[config.mk]
export PLATFORM = sky130hd
export DESIGN_NAME = lvds_pack_tx
export DESIGN_NICKNAME = d
export VERILOG_FILES = /design/src/rtl/lvds_pack_tx.sv
export SDC_FILE = /design/constraint.sdc
export NUM_CORES = 1
export LEC_CHECK = 0
export BUFFER_PORTS_ARGS = -buffer_cell sky130_fd_sc_hd__buf_2
export CAP_MARGIN = 20
export CORE_MARGIN = 10
export CORE_UTILIZATION = 50
export DETAILED_ROUTE_END_ITERATION = 10
export PLACE_DENSITY = 0.81
export RECOVER_POWER = 25
export SKIP_CTS_REPAIR_TIMING = 1
export SYNTH_ARGS = -nofsm -noshare
export SYNTH_HDL_FRONTEND = slang
export SYNTH_SLANG_ARGS = --single-unit
export TNS_END_PERCENT = 10
[constraint.sdc]
create_clock -name clk_bit -period 1.7 [get_ports clk_bit]
set_clock_uncertainty 0.05 [all_clocks]
set_input_delay 0.425 -clock clk_bit [delete_from_list [all_inputs] [get_ports clk_bit]]
set_output_delay 0.425 -clock clk_bit [all_outputs]
set_load 0.01 [all_outputs]
[src/rtl/lvds_pack_tx.sv]
module lvds_pack_tx #(
  parameter int unsigned    LANES = 4,
  parameter int unsigned    FRAME = 7,
  parameter logic [6:0]     CLK_SHAPE = 7'b1100011
) (
  input  logic              clk_bit,
  input  logic              rst_n,
  input  logic [7:0]        red_i,
  input  logic [7:0]        grn_i,
  input  logic [7:0]        blu_i,
  input  logic              de_i,
  input  logic              fmt_sel_i,
  output logic              load_o,
  output logic [LANES-1:0]  lane_o,
  output logic              clk_pat_o
);
  localparam int unsigned PW    = $clog2(FRAME);
  localparam int unsigned SLOTS = LANES * FRAME;

  logic [PW-1:0]    phase;
  logic             fmt_q;
  logic             fmt_use;
  logic [7:0]       r_m, g_m, b_m;
  logic [SLOTS-1:0] word;
  logic [FRAME-1:0] sh [LANES];
  logic [FRAME-1:0] sh_clk;

  function automatic logic [7:0] rot2(input logic [7:0] c);
    return {c[1:0], c[7:2]};
  endfunction

  assign load_o  = (phase == PW'(FRAME - 1));
  assign fmt_use = de_i ? fmt_q : fmt_sel_i;
  assign r_m     = fmt_use ? rot2(red_i) : red_i;
  assign g_m     = fmt_use ? rot2(grn_i) : grn_i;
  assign b_m     = fmt_use ? rot2(blu_i) : blu_i;

  always_comb begin
    word          = '0;
    word[4:0]     = r_m[4:0];
    word[5]       = r_m[7];
    word[6]       = r_m[5];
    word[9:7]     = g_m[2:0];
    word[10]      = g_m[6];
    word[11]      = g_m[7];
    word[14:12]   = g_m[5:3];
    word[15]      = b_m[0];
    word[16]      = b_m[6];
    word[17]      = b_m[7];
    word[22:18]   = b_m[5:1];
    word[26]      = de_i;
    word[27]      = r_m[6];
  end

  always_ff @(posedge clk_bit or negedge rst_n) begin
    if (!rst_n) begin
      phase  <= '0;
      fmt_q  <= 1'b0;
      sh_clk <= '0;
      for (int k = 0; k < LANES; k++) sh[k] <= '0;
    end else if (load_o) begin
      phase  <= '0;
      if (!de_i) fmt_q <= fmt_sel_i;
      sh_clk <= CLK_SHAPE;
      for (int k = 0; k < LANES; k++) sh[k] <= word[k*FRAME +: FRAME];
    end else begin
      phase  <= phase + PW'(1);
      sh_clk <= sh_clk >> 1;
      for (int k = 0; k < LANES; k++) sh[k] <= sh[k] >> 1;
    end
  end

  for (genvar k = 0; k < LANES; k++) begin : g_lane
    assign lane_o[k] = sh[k][0];
  end
  assign clk_pat_o = sh_clk[0];
endmodule

After elaboration in Yosys (flattened, before gate mapping)
Index checks and enable logic that the tools add are counted.
{"block": "totals", "wordCells": 16, "ff_bits": 39, "output_inout_bits": 6, "input_bits": 28}
{"block": "op_classes", "muxes": 7, "eq_ne": 1, "add_sub_neg": 1}
{"operator": "$mux W28", "count": 1}
{"operator": "$mux W8", "count": 3}
{"operator": "$mux W7", "count": 1}
{"operator": "$add A3 B1 Y3 const B", "count": 1}
{"operator": "$eq A3 B3 Y1 const B", "count": 1}
{"operator": "$mux W3", "count": 1}
{"operator": "$mux W1", "count": 1}

Depth between registers and ports, before layout
{"block": "depth", "depth_word": 3, "ltp_mapped": 5, "mapped_depth_nobuf": 3}

Worst setup path after synthesis
No wires, ideal clock.
{"block": "synth_timing", "path_kind": "flip-flop to output port", "from": "register phase[0]", "to": "output port load_o", "arrival_ns": 1.001, "path_stages_with_launch": 5, "slack_ns": 0.224, "required_ns": 1.225, "n_path_buf": 2, "path_cell_list": "dfrtp_1 nand3b_1 buf_2 buf_2 inv_1"}
{"block": "synth_via", "elab_chain_cells": 1}
{"element": "from (decl)", "line": "20", "text": "logic [PW-1:0] phase;"}
{"element": "from (signal assigned)", "line": "67", "text": "phase <= phase + PW'(1);"}
{"element": "$eq A3 B3 Y1", "line": "32", "text": "assign load_o = (phase == PW'(FRAME - 1));"}
{"element": "to (decl)", "line": "13", "text": "output logic load_o,"}
Every way passes these cells.

Final worst setup path
Same ends and word-level chain as after synthesis.

==> run summary <==
The fraction of layout cells with a size suffix above 1 is 26.29%. The library cell used most frequently in the layout, excluding fill and tap cells, is dfrtp_1. The logic depth of the worst register-to-register path is 4. The hold path startpoint is red_i[5]. TritonCTS built the clock tree. The total cell area at the placement stage came out at 1826 µm². After detailed routing, the average wire length per cell comes to 13.95 µm. The achievable frequency came out at 0.6204 GHz. The data required time at the worst endpoint is between 1000 and 1500 ps. The pre-CTS setup slack came out at 151.7 ps. Setup violations remaining at the end of the flow were counted as 0. The leakage power summed over all cells is 0.9682 nW. The share of the clock period used by the worst path after layout came out at 94.81%. The register clock-pin slew on the reported worst setup and hold paths is 110 ps. The total power divided by cell area is 880.4 nW/µm². The total number of placement rows came out at 20. The weighted congestion reported at the end of routability-driven placement is 0.7286.

Measured against its own limit, the worst slew margin works out to 32.72%. The total iterations of the first detailed-routing run came out at 4. The critical path in this run is classified as register to output pin. The TritonCTS buffer count came out at 5. The sequential share of the synthesized area came out at 59.63%. The total I/O pin count came out at 34. The cell count of the worst hold path came out at 3.

In the global route stage, met2 resource usage came out at between 10% and 20%. The least setup slack across all paths after layout is 88.23 ps. The final layout contains 202 nets. The pin count of the biggest net entering global routing is 36.

The global-route met1 utilization came out at 11.88%. Of all cell types, the one taking the most synthesized area is dfrtp_1. The count of yosys warnings during synthesis came out at 0. The count of antenna diodes in the layout is 0. The total grt overflow is 0.

For this block, the via count after detailed routing is 1052. The cell count after synthesis came out at 139. The flow ran to the end, and the final reports show no timing, DRC or antenna violations. The via count of the first global-routing pass is roughly 1100. The HPWL after detailed placement is roughly 2.3 mm.

The capturing element type of the critical path is an output pin. For the worst setup path, the data arrival time is 1140 ps. After synthesis, the cell types taking the most area are dfrtp_1 60%, mux2i_1 15%, nand2_1 5.0%. The worst-case IR drop observed on VDD is 0.0005817 V. The worst-path maximum fanout came out at 2.

The placeable core area came out at 3103 µm². The met3 layer usage reported by global route is 3.846%. The layout overhead on the synthesized area is 15.83%. The insertion delay of the later-clocked pin in the worst-skew pair came out at between 300 and 400 ps. The clock passes through at most 2 buffers. The die width is 77.21 µm. Input and output buffers added on the ports amount to 33. The peak-usage layer in the global routing report is met2. The number of distinct library cells after synthesis is 17. The final critical delay including setup and external delays came out at 1612 ps.

For the final routed database, the setup TNS stands at 0 ps. Global routing used 10.74% of the available tracks across all layers. The area of all placed cells without fillers came out at 1896 µm².

The y dimension of the die is a little under 80 µm. The count of endpoints failing hold in the final timing report came out at 0. The worst setup path is launched from a register. The number of design-rule violations left by the first detailed-router iteration came out at 59.

The count of pins over their slew limit came out at 0. The count of nets left with antenna violations once routing finished came out at 0. The launch instance of the worst register-to-register path is phase[1].

In this run the critical register-to-register path is captured at sh[5]. The first global-routing pass estimated between 5 and 6 mm of wire. The initial utilization of the core area, before any placement, comes to 52.74%. The area fraction of the dominant cell type after synthesis is 59.63%. The initial antenna violation count is 0.

The netlist area before placement is 1637 µm². The die covers 5961 µm². Setup repair after global routing left no endpoint under its margin. In this run, synthesis produced a sequential element count of 39.

The DRC violations left is 0. The total of max-cap violations came out at 0. The path with the worst hold slack has its endpoint at sh[27]. The class of the tightest hold or removal check is primary input to register. A synthesized cell averages 11.77 µm². The overall routed net length came out at 3.054 mm.

In the layout the commonest cells are 39 x dfrtp_1, 32 x buf_2, 25 x mux2i_1. The routed via count divided by cell count is 4.804. Across all register-to-register paths, the minimum setup slack is 290 ps. The H-tree depth came out at 2.

The post-synthesis net count came out at 167. The total number of clock tree sinks is 39. The cell sitting at the root of the clock tree is a clkbuf_4. The transition at the pin with the smallest max-transition slack came out at 1009 ps.
-- cell usage after synthesis --
master	n
o21ai_0	6
mux2_2	2
dfrtp_1	39
buf_8	2
a21oi_1	1
mux2i_1	25
nand2_1	22
nand2b_1	3
nor2_1	5
nand3b_1	1
o21ai_1	15
clkbuf_1	3
buf_4	4
mux2i_4	1
buf_2	3
inv_1	1
and2_1	6
-- cells by family (layout without fill, tap and decap cells) --
kind of cell | after synthesis | after routing | synth area share [%]
AOI/OAI and AO/OA | 22 | 22 | 6.727
buffers and inverters | 13 | 49 | 5.504
and+or+nand+nor | 37 | 37 | 10.09
DFF | 39 | 39 | 59.63
muxes | 28 | 28 | 18.04
-- routing by layer --
layer / routed length (µm) / part of all wire, %
met3: 132 / 4.3
met5: 0 / 0
met4: 70 / 2.3
met2: 1566 / 51
met1: 1285 / 42
-- worst max-delay path by stage --
stage | slack [ps] | startpoint | end | depth (start not counted)
floorplan | 220 | phase[0] | load_o | 4
CTS | -30 | phase[0] | load_o | 3
detailed placement | 150 | de_i | sh[12] | 5
finish | 90 | phase[0] | load_o | 3
global placement | 210 | de_i | sh[18] | 5
global route | 0.3 | phase[1] | load_o | 3
-- worst max-delay path, stage by stage (launching register included) --
cell and delay [ps]:
dfrtp_1 390, nand3b_1 190, inv_1 90, buf_2 130
-- power by group --
part	internal (mW)	switching (mW)	total [mW]
registers	0.985	0.0181	1.00
clock network	0.161	0.281	0.442
logic	0.110	0.114	0.223
total	1.26	0.413	1.67
-- stage by stage --
| step | hold slack (ps) | total power [mW] | utilization (%) | cells |
|---|---|---|---|---|
| 2_1_floorplan | 79.41 | 1.166 | - | 139 |
| 3_3_place_gp | 322.8 | 1.236 | 58.83 | 208 |
| 3_5_place_dp | 334.2 | 1.247 | 58.83 | 208 |
| 4_1_cts | -58.09 | 1.694 | 60.44 | 216 |
| 5_1_grt | 301.8 | 1.755 | 61.09 | 219 |
| 6_report | 285.0 | 1.669 | 61.09 | 219 |
-- layout make-up --
class | count | area [µm²]
Clock inverter | 1 | 5.005
Multi-Input combinational cell | 87 | 570.5
Fill cell | 273 | 1207
Sequential cell | 39 | 975.9
Tap cell | 44 | 55.05
Clock buffer | 7 | 45.04
Inverter | 1 | 3.754
Timing Repair Buffer | 40 | 240.2
-- flip-flops by register name, summed over array words and instances (netlist names) --
name / cells
phase: 3
lane_o: 4
sh_clk: 7
sh: 24
fmt_q: 1
Power figures use the tool's default switching activity.
